`src/rtl/mgmt_bus_pkg.sv`:
```
package mgmt_bus_pkg;
  typedef enum logic [1:0] {FK_ADDR, FK_WRITE, FK_READ} frame_kind_e;

  function automatic logic [31:0] build_frame(logic c45, frame_kind_e kind,
                                              logic [4:0] port, logic [4:0] dev,
                                              logic [15:0] payload);
    logic [1:0] st, op, ta;
    logic [15:0] pl;
    st = c45 ? 2'b00 : 2'b01;
    unique case (kind)
      FK_ADDR:  op = 2'b00;
      FK_WRITE: op = 2'b01;
      default:  op = c45 ? 2'b11 : 2'b10;
    endcase
    ta = (kind == FK_READ) ? 2'b11 : 2'b10;
    pl = (kind == FK_READ) ? 16'hFFFF : payload;
    return {st, op, port, dev, ta, pl};
  endfunction
endpackage

```
`src/rtl/mgmt_mdc_gen.sv`:
```
module mgmt_mdc_gen #(
  parameter int DIV_W   = 9,
  parameter int DIV_MIN = 5
) (
  input  logic             clk_i,
  input  logic             rst_ni,
  input  logic             run_i,
  input  logic [DIV_W-1:0] div_i,
  output logic             mdc_o,
  output logic             rise_o,
  output logic             fall_o
);
  logic [DIV_W:0]   cnt_q;
  logic [DIV_W-1:0] div_eff;
  logic             mdc_q;

  assign div_eff = (div_i < DIV_W'(DIV_MIN)) ? DIV_W'(DIV_MIN) : div_i;
  assign rise_o  = run_i && (cnt_q == {1'b0, div_eff});
  assign fall_o  = run_i && (cnt_q == {div_eff, 1'b0});
  assign mdc_o   = mdc_q;

  always_ff @(posedge clk_i or negedge rst_ni) begin
    if (!rst_ni) begin
      cnt_q <= '0;
      mdc_q <= 1'b0;
    end else if (!run_i || fall_o) begin
      cnt_q <= '0;
      mdc_q <= 1'b0;
    end else begin
      cnt_q <= cnt_q + 1'b1;
      if (rise_o) mdc_q <= 1'b1;
    end
  end

  // rising strobe only while the clock is still low
  p_rise_from_low_r7: assert property (@(posedge clk_i) disable iff (!rst_ni)
    rise_o |-> !mdc_o);
endmodule

```
`src/rtl/mgmt_frame_shifter.sv`:
```
module mgmt_frame_shifter #(
  parameter int PRE_W  = 32,
  parameter int FR_W   = 32,
  parameter int DATA_W = 16
) (
  input  logic              clk_i,
  input  logic              rst_ni,
  input  logic              start_i,
  input  logic [FR_W-1:0]   frame_i,
  input  logic              rd_i,
  input  logic              skip_pre_i,
  input  logic              rise_i,
  input  logic              fall_i,
  input  logic              mdio_i,
  output logic              busy_o,
  output logic              mdo_o,
  output logic              oe_o,
  output logic [DATA_W-1:0] rdata_o,
  output logic              rderr_o,
  output logic              done_o
);
  localparam int TOT     = PRE_W + FR_W;
  localparam int IDX_W   = $clog2(TOT);
  localparam int TA_IDX  = TOT - DATA_W - 2;
  localparam int ERR_IDX = TA_IDX + 1;

  logic [TOT-1:0]    sh_q;
  logic [IDX_W-1:0]  idx_q;
  logic              busy_q, rd_q, err_q;
  logic [DATA_W-1:0] rv_q;

  assign busy_o  = busy_q;
  assign mdo_o   = sh_q[TOT-1];
  assign oe_o    = busy_q && !(rd_q && idx_q >= IDX_W'(TA_IDX));
  assign rdata_o = rv_q;
  assign rderr_o = err_q;
  assign done_o  = busy_q && fall_i && (idx_q == IDX_W'(TOT-1));

  always_ff @(posedge clk_i or negedge rst_ni) begin
    if (!rst_ni) begin
      sh_q   <= '0;
      idx_q  <= '0;
      busy_q <= 1'b0;
      rd_q   <= 1'b0;
      err_q  <= 1'b0;
      rv_q   <= '0;
    end else if (!busy_q) begin
      if (start_i) begin
        sh_q   <= skip_pre_i ? {frame_i, {PRE_W{1'b0}}} : {{PRE_W{1'b1}}, frame_i};
        idx_q  <= skip_pre_i ? IDX_W'(PRE_W) : '0;
        busy_q <= 1'b1;
        rd_q   <= rd_i;
        err_q  <= 1'b0;
        rv_q   <= '0;
      end
    end else if (fall_i) begin
      if (done_o) busy_q <= 1'b0;
      else begin
        idx_q <= idx_q + 1'b1;
        sh_q  <= sh_q << 1;
      end
    end else if (rise_i && rd_q) begin
      if (idx_q == IDX_W'(ERR_IDX) && mdio_i) err_q <= 1'b1;
      if (idx_q > IDX_W'(ERR_IDX)) rv_q <= {rv_q[DATA_W-2:0], mdio_i};
    end
  end

  p_start_clears_err_r6: assert property (@(posedge clk_i) disable iff (!rst_ni)
    (start_i && !busy_q) |=> !rderr_o);
  p_err_only_on_read_r6: assert property (@(posedge clk_i) disable iff (!rst_ni)
    $rose(err_q) |-> rd_q);
endmodule

```
`src/rtl/mgmt_bus_master.sv`:
```
module mgmt_bus_master
  import mgmt_bus_pkg::*;
#(
  parameter int AW        = 4,
  parameter int DIV_W     = 9,
  parameter int DIV_MIN   = 5,
  parameter int DIV_RST   = 5,
  parameter int STAT_WORD = 12
) (
  input  logic          clk_i,
  input  logic          rst_ni,
  input  logic          req_i,
  input  logic          we_i,
  input  logic [AW-1:0] addr_i,
  input  logic [31:0]   wdata_i,
  output logic [31:0]   rdata_o,
  output logic          mdc_o,
  input  logic          mdio_i,
  output logic          mdio_o,
  output logic          mdio_oe_o
);
  localparam int CTRL_WORD = STAT_WORD + 1;
  localparam int DATA_WORD = STAT_WORD + 2;
  localparam int ADDR_WORD = STAT_WORD + 3;
  localparam int RD_BIT    = 15;

  logic             pre_skip_q, c45_q;
  logic [DIV_W-1:0] div_q;
  logic [4:0]       dev_q, port_q;
  logic [15:0]      data_q, areg_q;

  logic busy, rise, fall, done, rderr;
  logic [15:0] rd_word;
  logic wr_ok, hit_stat, hit_ctrl, hit_data, hit_addr;
  logic start_wr, start_rd, start_ad, start;
  frame_kind_e kind;
  logic [4:0]  f_port, f_dev;
  logic [31:0] frame;

  assign wr_ok    = req_i && we_i && !busy;
  assign hit_stat = addr_i == AW'(STAT_WORD);
  assign hit_ctrl = addr_i == AW'(CTRL_WORD);
  assign hit_data = addr_i == AW'(DATA_WORD);
  assign hit_addr = addr_i == AW'(ADDR_WORD);
  assign start_wr = wr_ok && hit_data;
  assign start_rd = wr_ok && hit_ctrl && wdata_i[RD_BIT];
  assign start_ad = wr_ok && hit_addr && c45_q;
  assign start    = start_wr || start_rd || start_ad;

  always_comb begin
    kind = FK_WRITE;
    if (start_rd) kind = FK_READ;
    else if (start_ad) kind = FK_ADDR;
  end

  // a read launch uses the addresses carried in the same control write
  assign f_port = hit_ctrl ? wdata_i[9:5] : port_q;
  assign f_dev  = hit_ctrl ? wdata_i[4:0] : dev_q;
  assign frame  = build_frame(c45_q, kind, f_port, f_dev, wdata_i[15:0]);

  always_ff @(posedge clk_i or negedge rst_ni) begin
    if (!rst_ni) begin
      pre_skip_q <= 1'b0;
      c45_q      <= 1'b0;
      div_q      <= DIV_W'(DIV_RST);
      dev_q      <= '0;
      port_q     <= '0;
      data_q     <= '0;
      areg_q     <= '0;
    end else begin
      if (wr_ok && hit_stat) begin
        pre_skip_q <= wdata_i[5];
        c45_q      <= wdata_i[6];
        div_q      <= wdata_i[7 +: DIV_W];
      end
      if (wr_ok && hit_ctrl) begin
        dev_q  <= wdata_i[4:0];
        port_q <= wdata_i[9:5];
      end
      if (wr_ok && hit_addr) areg_q <= wdata_i[15:0];
      if (wr_ok && hit_data) data_q <= wdata_i[15:0];
      else if (done && !mdio_oe_o) data_q <= rd_word;
    end
  end

  always_comb begin
    rdata_o = '0;
    unique case (1'b1)
      hit_stat: rdata_o = {16'h0, div_q, c45_q, pre_skip_q, 3'b000, rderr, busy};
      hit_ctrl: rdata_o = {22'h0, port_q, dev_q};
      hit_data: rdata_o = {16'h0, data_q};
      hit_addr: rdata_o = {16'h0, areg_q};
      default:  rdata_o = '0;
    endcase
  end

  mgmt_mdc_gen #(.DIV_W(DIV_W), .DIV_MIN(DIV_MIN)) u_mdc (
    .clk_i, .rst_ni, .run_i(busy), .div_i(div_q),
    .mdc_o, .rise_o(rise), .fall_o(fall)
  );

  mgmt_frame_shifter #(.PRE_W(32), .FR_W(32), .DATA_W(16)) u_shift (
    .clk_i, .rst_ni, .start_i(start), .frame_i(frame), .rd_i(start_rd),
    .skip_pre_i(pre_skip_q), .rise_i(rise), .fall_i(fall), .mdio_i,
    .busy_o(busy), .mdo_o(mdio_o), .oe_o(mdio_oe_o), .rdata_o(rd_word),
    .rderr_o(rderr), .done_o(done)
  );

  p_busy_ignore_r10: assert property (@(posedge clk_i) disable iff (!rst_ni)
    (busy && req_i && we_i) |=> ($stable(port_q) && $stable(dev_q) && $stable(div_q)
                                 && $stable(c45_q) && $stable(areg_q)));
  p_mdo_on_fall_r8: assert property (@(posedge clk_i) disable iff (!rst_ni)
    (busy && !fall) |=> $stable(mdio_o));
  p_idle_mdc_low_r7: assert property (@(posedge clk_i) disable iff (!rst_ni)
    !busy |-> !mdc_o);
  p_c22_addr_no_frame_r4: assert property (@(posedge clk_i) disable iff (!rst_ni)
    (!busy && req_i && we_i && hit_addr && !c45_q) |=> !busy);
endmodule

```
`config.mk`:
```
export PLATFORM = sky130hd
export DESIGN_NAME = mgmt_bus_master
export DESIGN_NICKNAME = d
export VERILOG_FILES = /design/src/rtl/mgmt_bus_pkg.sv /design/src/rtl/mgmt_mdc_gen.sv /design/src/rtl/mgmt_frame_shifter.sv /design/src/rtl/mgmt_bus_master.sv
export SDC_FILE = /design/constraint.sdc
export NUM_CORES = 1
export LEC_CHECK = 0
export CELL_PAD_IN_SITES_DETAIL_PLACEMENT = 2
export CELL_PAD_IN_SITES_GLOBAL_PLACEMENT = 2
export CORE_AREA = 8 8 142 157
export CTS_BUF_LIST = sky130_fd_sc_hd__clkbuf_8 sky130_fd_sc_hd__clkbuf_16
export DETAILED_ROUTE_END_ITERATION = 16
export DIE_AREA = 0 0 150 165
export GPL_TIMING_DRIVEN = 0
export PLACE_DENSITY_LB_ADDON = 0.08
export SLEW_MARGIN = 5
export SYNTH_ARGS = -nofsm -noshare
export SYNTH_HDL_FRONTEND = slang
export SYNTH_SLANG_ARGS = --single-unit
```
`constraint.sdc`:
```
create_clock -name clk_i -period 8 [get_ports clk_i]
set_clock_uncertainty 0.05 [all_clocks]
set_input_delay 1.6 -clock clk_i [delete_from_list [all_inputs] [get_ports clk_i]]
set_output_delay 1.6 -clock clk_i [all_outputs]
set_load 0.05 [all_outputs]
```
==> run_results.csv <==
group,metric,value,unit
global_routing,grt_pass1_wl,40200,um
outcome,status,"finished, final reports clean",
logic_synthesis,synth-seq-cells,153,
cts,htree_levels,4,
cts,clkSlewWorstSetupHoldPaths,0.06,ns
route,wl_per_cell,24.0,um
setup_path,cp.arrival,4.89,ns
cts,cts-buffers-inserted,17,
cts,root_buffer,"clkbuf_16",
logic_synthesis,syn_area,7880,um^2
logic_synthesis,netlist_top_cells_area,"dfrtp_1, mux2_2, mux2i_1, mux2_1, nand2_1",
floorplan,die_w,150,um
logic_synthesis,yosysMostFrequentCell,"dfrtp_1",
place,gp_congestion,0.781,
worst_hold_path,hold_path_class,"flop to flop",
setup_path,cpMaxStageDelayCell,"clkdlybuf4s50_1",
final_layout,num-nets-final,842,
setup_path,path_delay_family,"buffers and inverters",
run,cap_violations,0,
route,num_vias,6028,
final_layout,area_delta_synth_final,18.4,%
logic_synthesis,synth_top_area_share,47.9,%
route,drt-initial-drc-count,233,
power,finalPower,2.84,mW
logic_synthesis,synthTopCellsByCount,"dfrtp_1, nand2_1, mux2i_1",
final_layout,insertedDiodeCount,0,
sta,tightest_slew,1.04,ns
setup_path,start_kind,"input pin",
setup_path,critPathRequiredTime,6.35,ns
setup_path,path_buf_inv,4,
floorplan,fp.coreArea,19600,um^2
cts,clock_path_buffers,2,
logic_synthesis,synth_cells,720,
place,place_hpwl,18100,um
setup_path,cp_common_cell,"clkdlybuf4s50_1",
sta,hold_viol_final,0,
logic_synthesis,seq_area_frac_synth,48.6,%
global_routing,grt_overflow,0,
setup_path,path_max_fanout,10,
sta,finalSetupViolCount,0,
logic_synthesis,netlist-cell-type-count,55,
route,wirelength,25500,um
global_routing,antenna_found_initial,0,
power,p_per_area,305,nW/um^2
setup_path,slowest_delay,0.73,ns
route,drc,0,
power,vdd_drop_max,0.150,mV
global_routing,grt_pass1_vias,6891,
cts,cts_setup_buffers,0,
logic_synthesis,ys_warn_count,0,
cts,cts_resized,0,
route,detail_route.vias_per_cell,5.67,
global_routing,grt_use_total,21.4,%
final_layout,final_util,47.6,%
final_layout,drive_gt1_share,15.4,%
setup_path,crit_cells,7,
floorplan,rows,54,
sta,drv_slew,0,
cts,cts_sinks,153,
place,io_buffers,43,
sta,rsz0062_at_grt,"false",
floorplan,die-area,24800,um^2
logic_synthesis,async_flop_share,100,%
cts,postCtsHoldBufs,0,
setup_path,crit_chain,"clkdlybuf4s50_1, buf_1, clkbuf_1, mux2_2, a22oi_1, nor2_1, clkdlybuf4s50_1",
floorplan,ioPinCount,76,
sta,min_period,6.54,ns
worst_hold_path,holdPathStages,2,
logic_synthesis,synth_edf_count,0,
route,drt-pass1-iter-count,4,
sta,fin_ws,1.46,ns
floorplan,start_util,40.2,%
cts,tritoncts,"done",
setup_path,path_class,"input pin to output port",
logic_synthesis,synth_top_area_cell,"dfrtp_1",
sta,fin_crit_sh,81.8,%
setup_path,cp-end-kind,"output port",
place,dpl_worst_slack,1.40,ns
sta,slew_headroom,29.8,%
logic_synthesis,yosys_most_used_dff,"dfrtp_1",
sta,fmax,153,MHz
power,leakage,4.22,nW
route,ant_nets,0,
global_routing,grt_max_degree,90,
logic_synthesis,postSynthAreaPerCell,10.9,um^2
cts,clk_latency,0.42,ns
setup_path,reg2regPathDepth,7,
floorplan,fp.dieH,165,um
metal layers:
metal	GRT usage, %	vias up	wire [um]
met5	0	-	0
li1	-	2697	-
met3	4.03	36	795
met4	7.28	0	575
met1	25.6	3196	10800
met2	38.0	99	13300
sequential cells by signal (all words and copies together), names as in the netlist:
signal	count
u_shift.rderr_o	1
dev_q	5
areg_q	16
u_shift.sh_q	64
u_shift.idx_q	6
u_mdc.mdc_o	1
u_shift.rd_q	1
u_shift.rdata_o	16
c45_q	1
u_shift.busy_o	1
data_q	16
div_q	9
port_q	5
u_mdc.cnt_q	10
pre_skip_q	1
final timing paths:
path,to,slack [ns],from
worst max-delay path,rdata_o[15],1.46,addr_i[0]
worst min-delay path,u_shift.rd_q,0.43,u_shift.rd_q
worst max register to register,u_shift.rdata_o[10],4.69,div_q[4]
worst min register to register,u_shift.rd_q,0.43,u_shift.rd_q
max in group asynchronous,div_q[0],5.91,rst_ni
min in group asynchronous,u_shift.sh_q[63],1.16,rst_ni
layout make-up:
type / count / area [um^2]
Buffer: 61 / 317
Clock buffer: 18 / 439
Clock inverter: 14 / 171
Fill cell: 2011 / 10300
Inverter: 26 / 97.6
Multi-Input combinational cell: 495 / 3700
Sequential cell: 153 / 3830
Tap cell: 252 / 315
Timing Repair Buffer: 44 / 463
kinds of logic after synthesis:
logic type                 after synthesis  share of synthesized area, %
buffers and inverters                   87                          5.25
muxes                                  143                          20.7
other                                    1                        0.0476
and+or+nand+nor                        176                          10.6
AOI/OAI and AO/OA                      134                          11.8
xor gates and xnor gates                23                          2.56
DFF                                    153                          48.6
adders and majority gates                3                         0.476
per-stage QoR:
stage	setup TNS [ns]	instance area, um^2	instances	hold slack, ns
6_report	0	9330	1063	0.431
5_1_grt	0	9330	1063	0.451
4_1_cts	0	9330	1063	0.430
3_5_place_dp	0	8720	1031	0.414
3_3_place_gp	-160.70	8680	1030	0.418
2_1_floorplan	0	7940	735	0.397
tightest hold or removal path: stages (launching register included):
cell and delay [ns]:
dfrtp_1 0.34, nand2_1 0.05, nand2_1 0.05
cells in the final DEF, fill, tap and decap left out, drive strengths merged, types with 6 or more instances in the layout:
cell,n
nor3,11
xor2,17
xnor2,6
clkdlybuf4s50,42
nor2b,12
nor4,7
mux4,7
dfrtp,151
mux2i,49
a22oi,10
a21oi,7
o31ai,14
nand2,71
nand3,11
a22o,20
a2bb2oi,13
mux2,87
nor2,44
inv,30
o22ai,17
conb,16
clkbuf,50
buf,31
o21ai,38
report_power, final:
part	switching, mW	leakage (nW)	internal, mW	total (mW)
combinational	0.476	2.05	0.367	0.843
clock	0.343	0.298	0.501	0.844
sequential	0.163	1.87	0.992	1.15
Note: power is estimated with default switching activity, not from simulation.
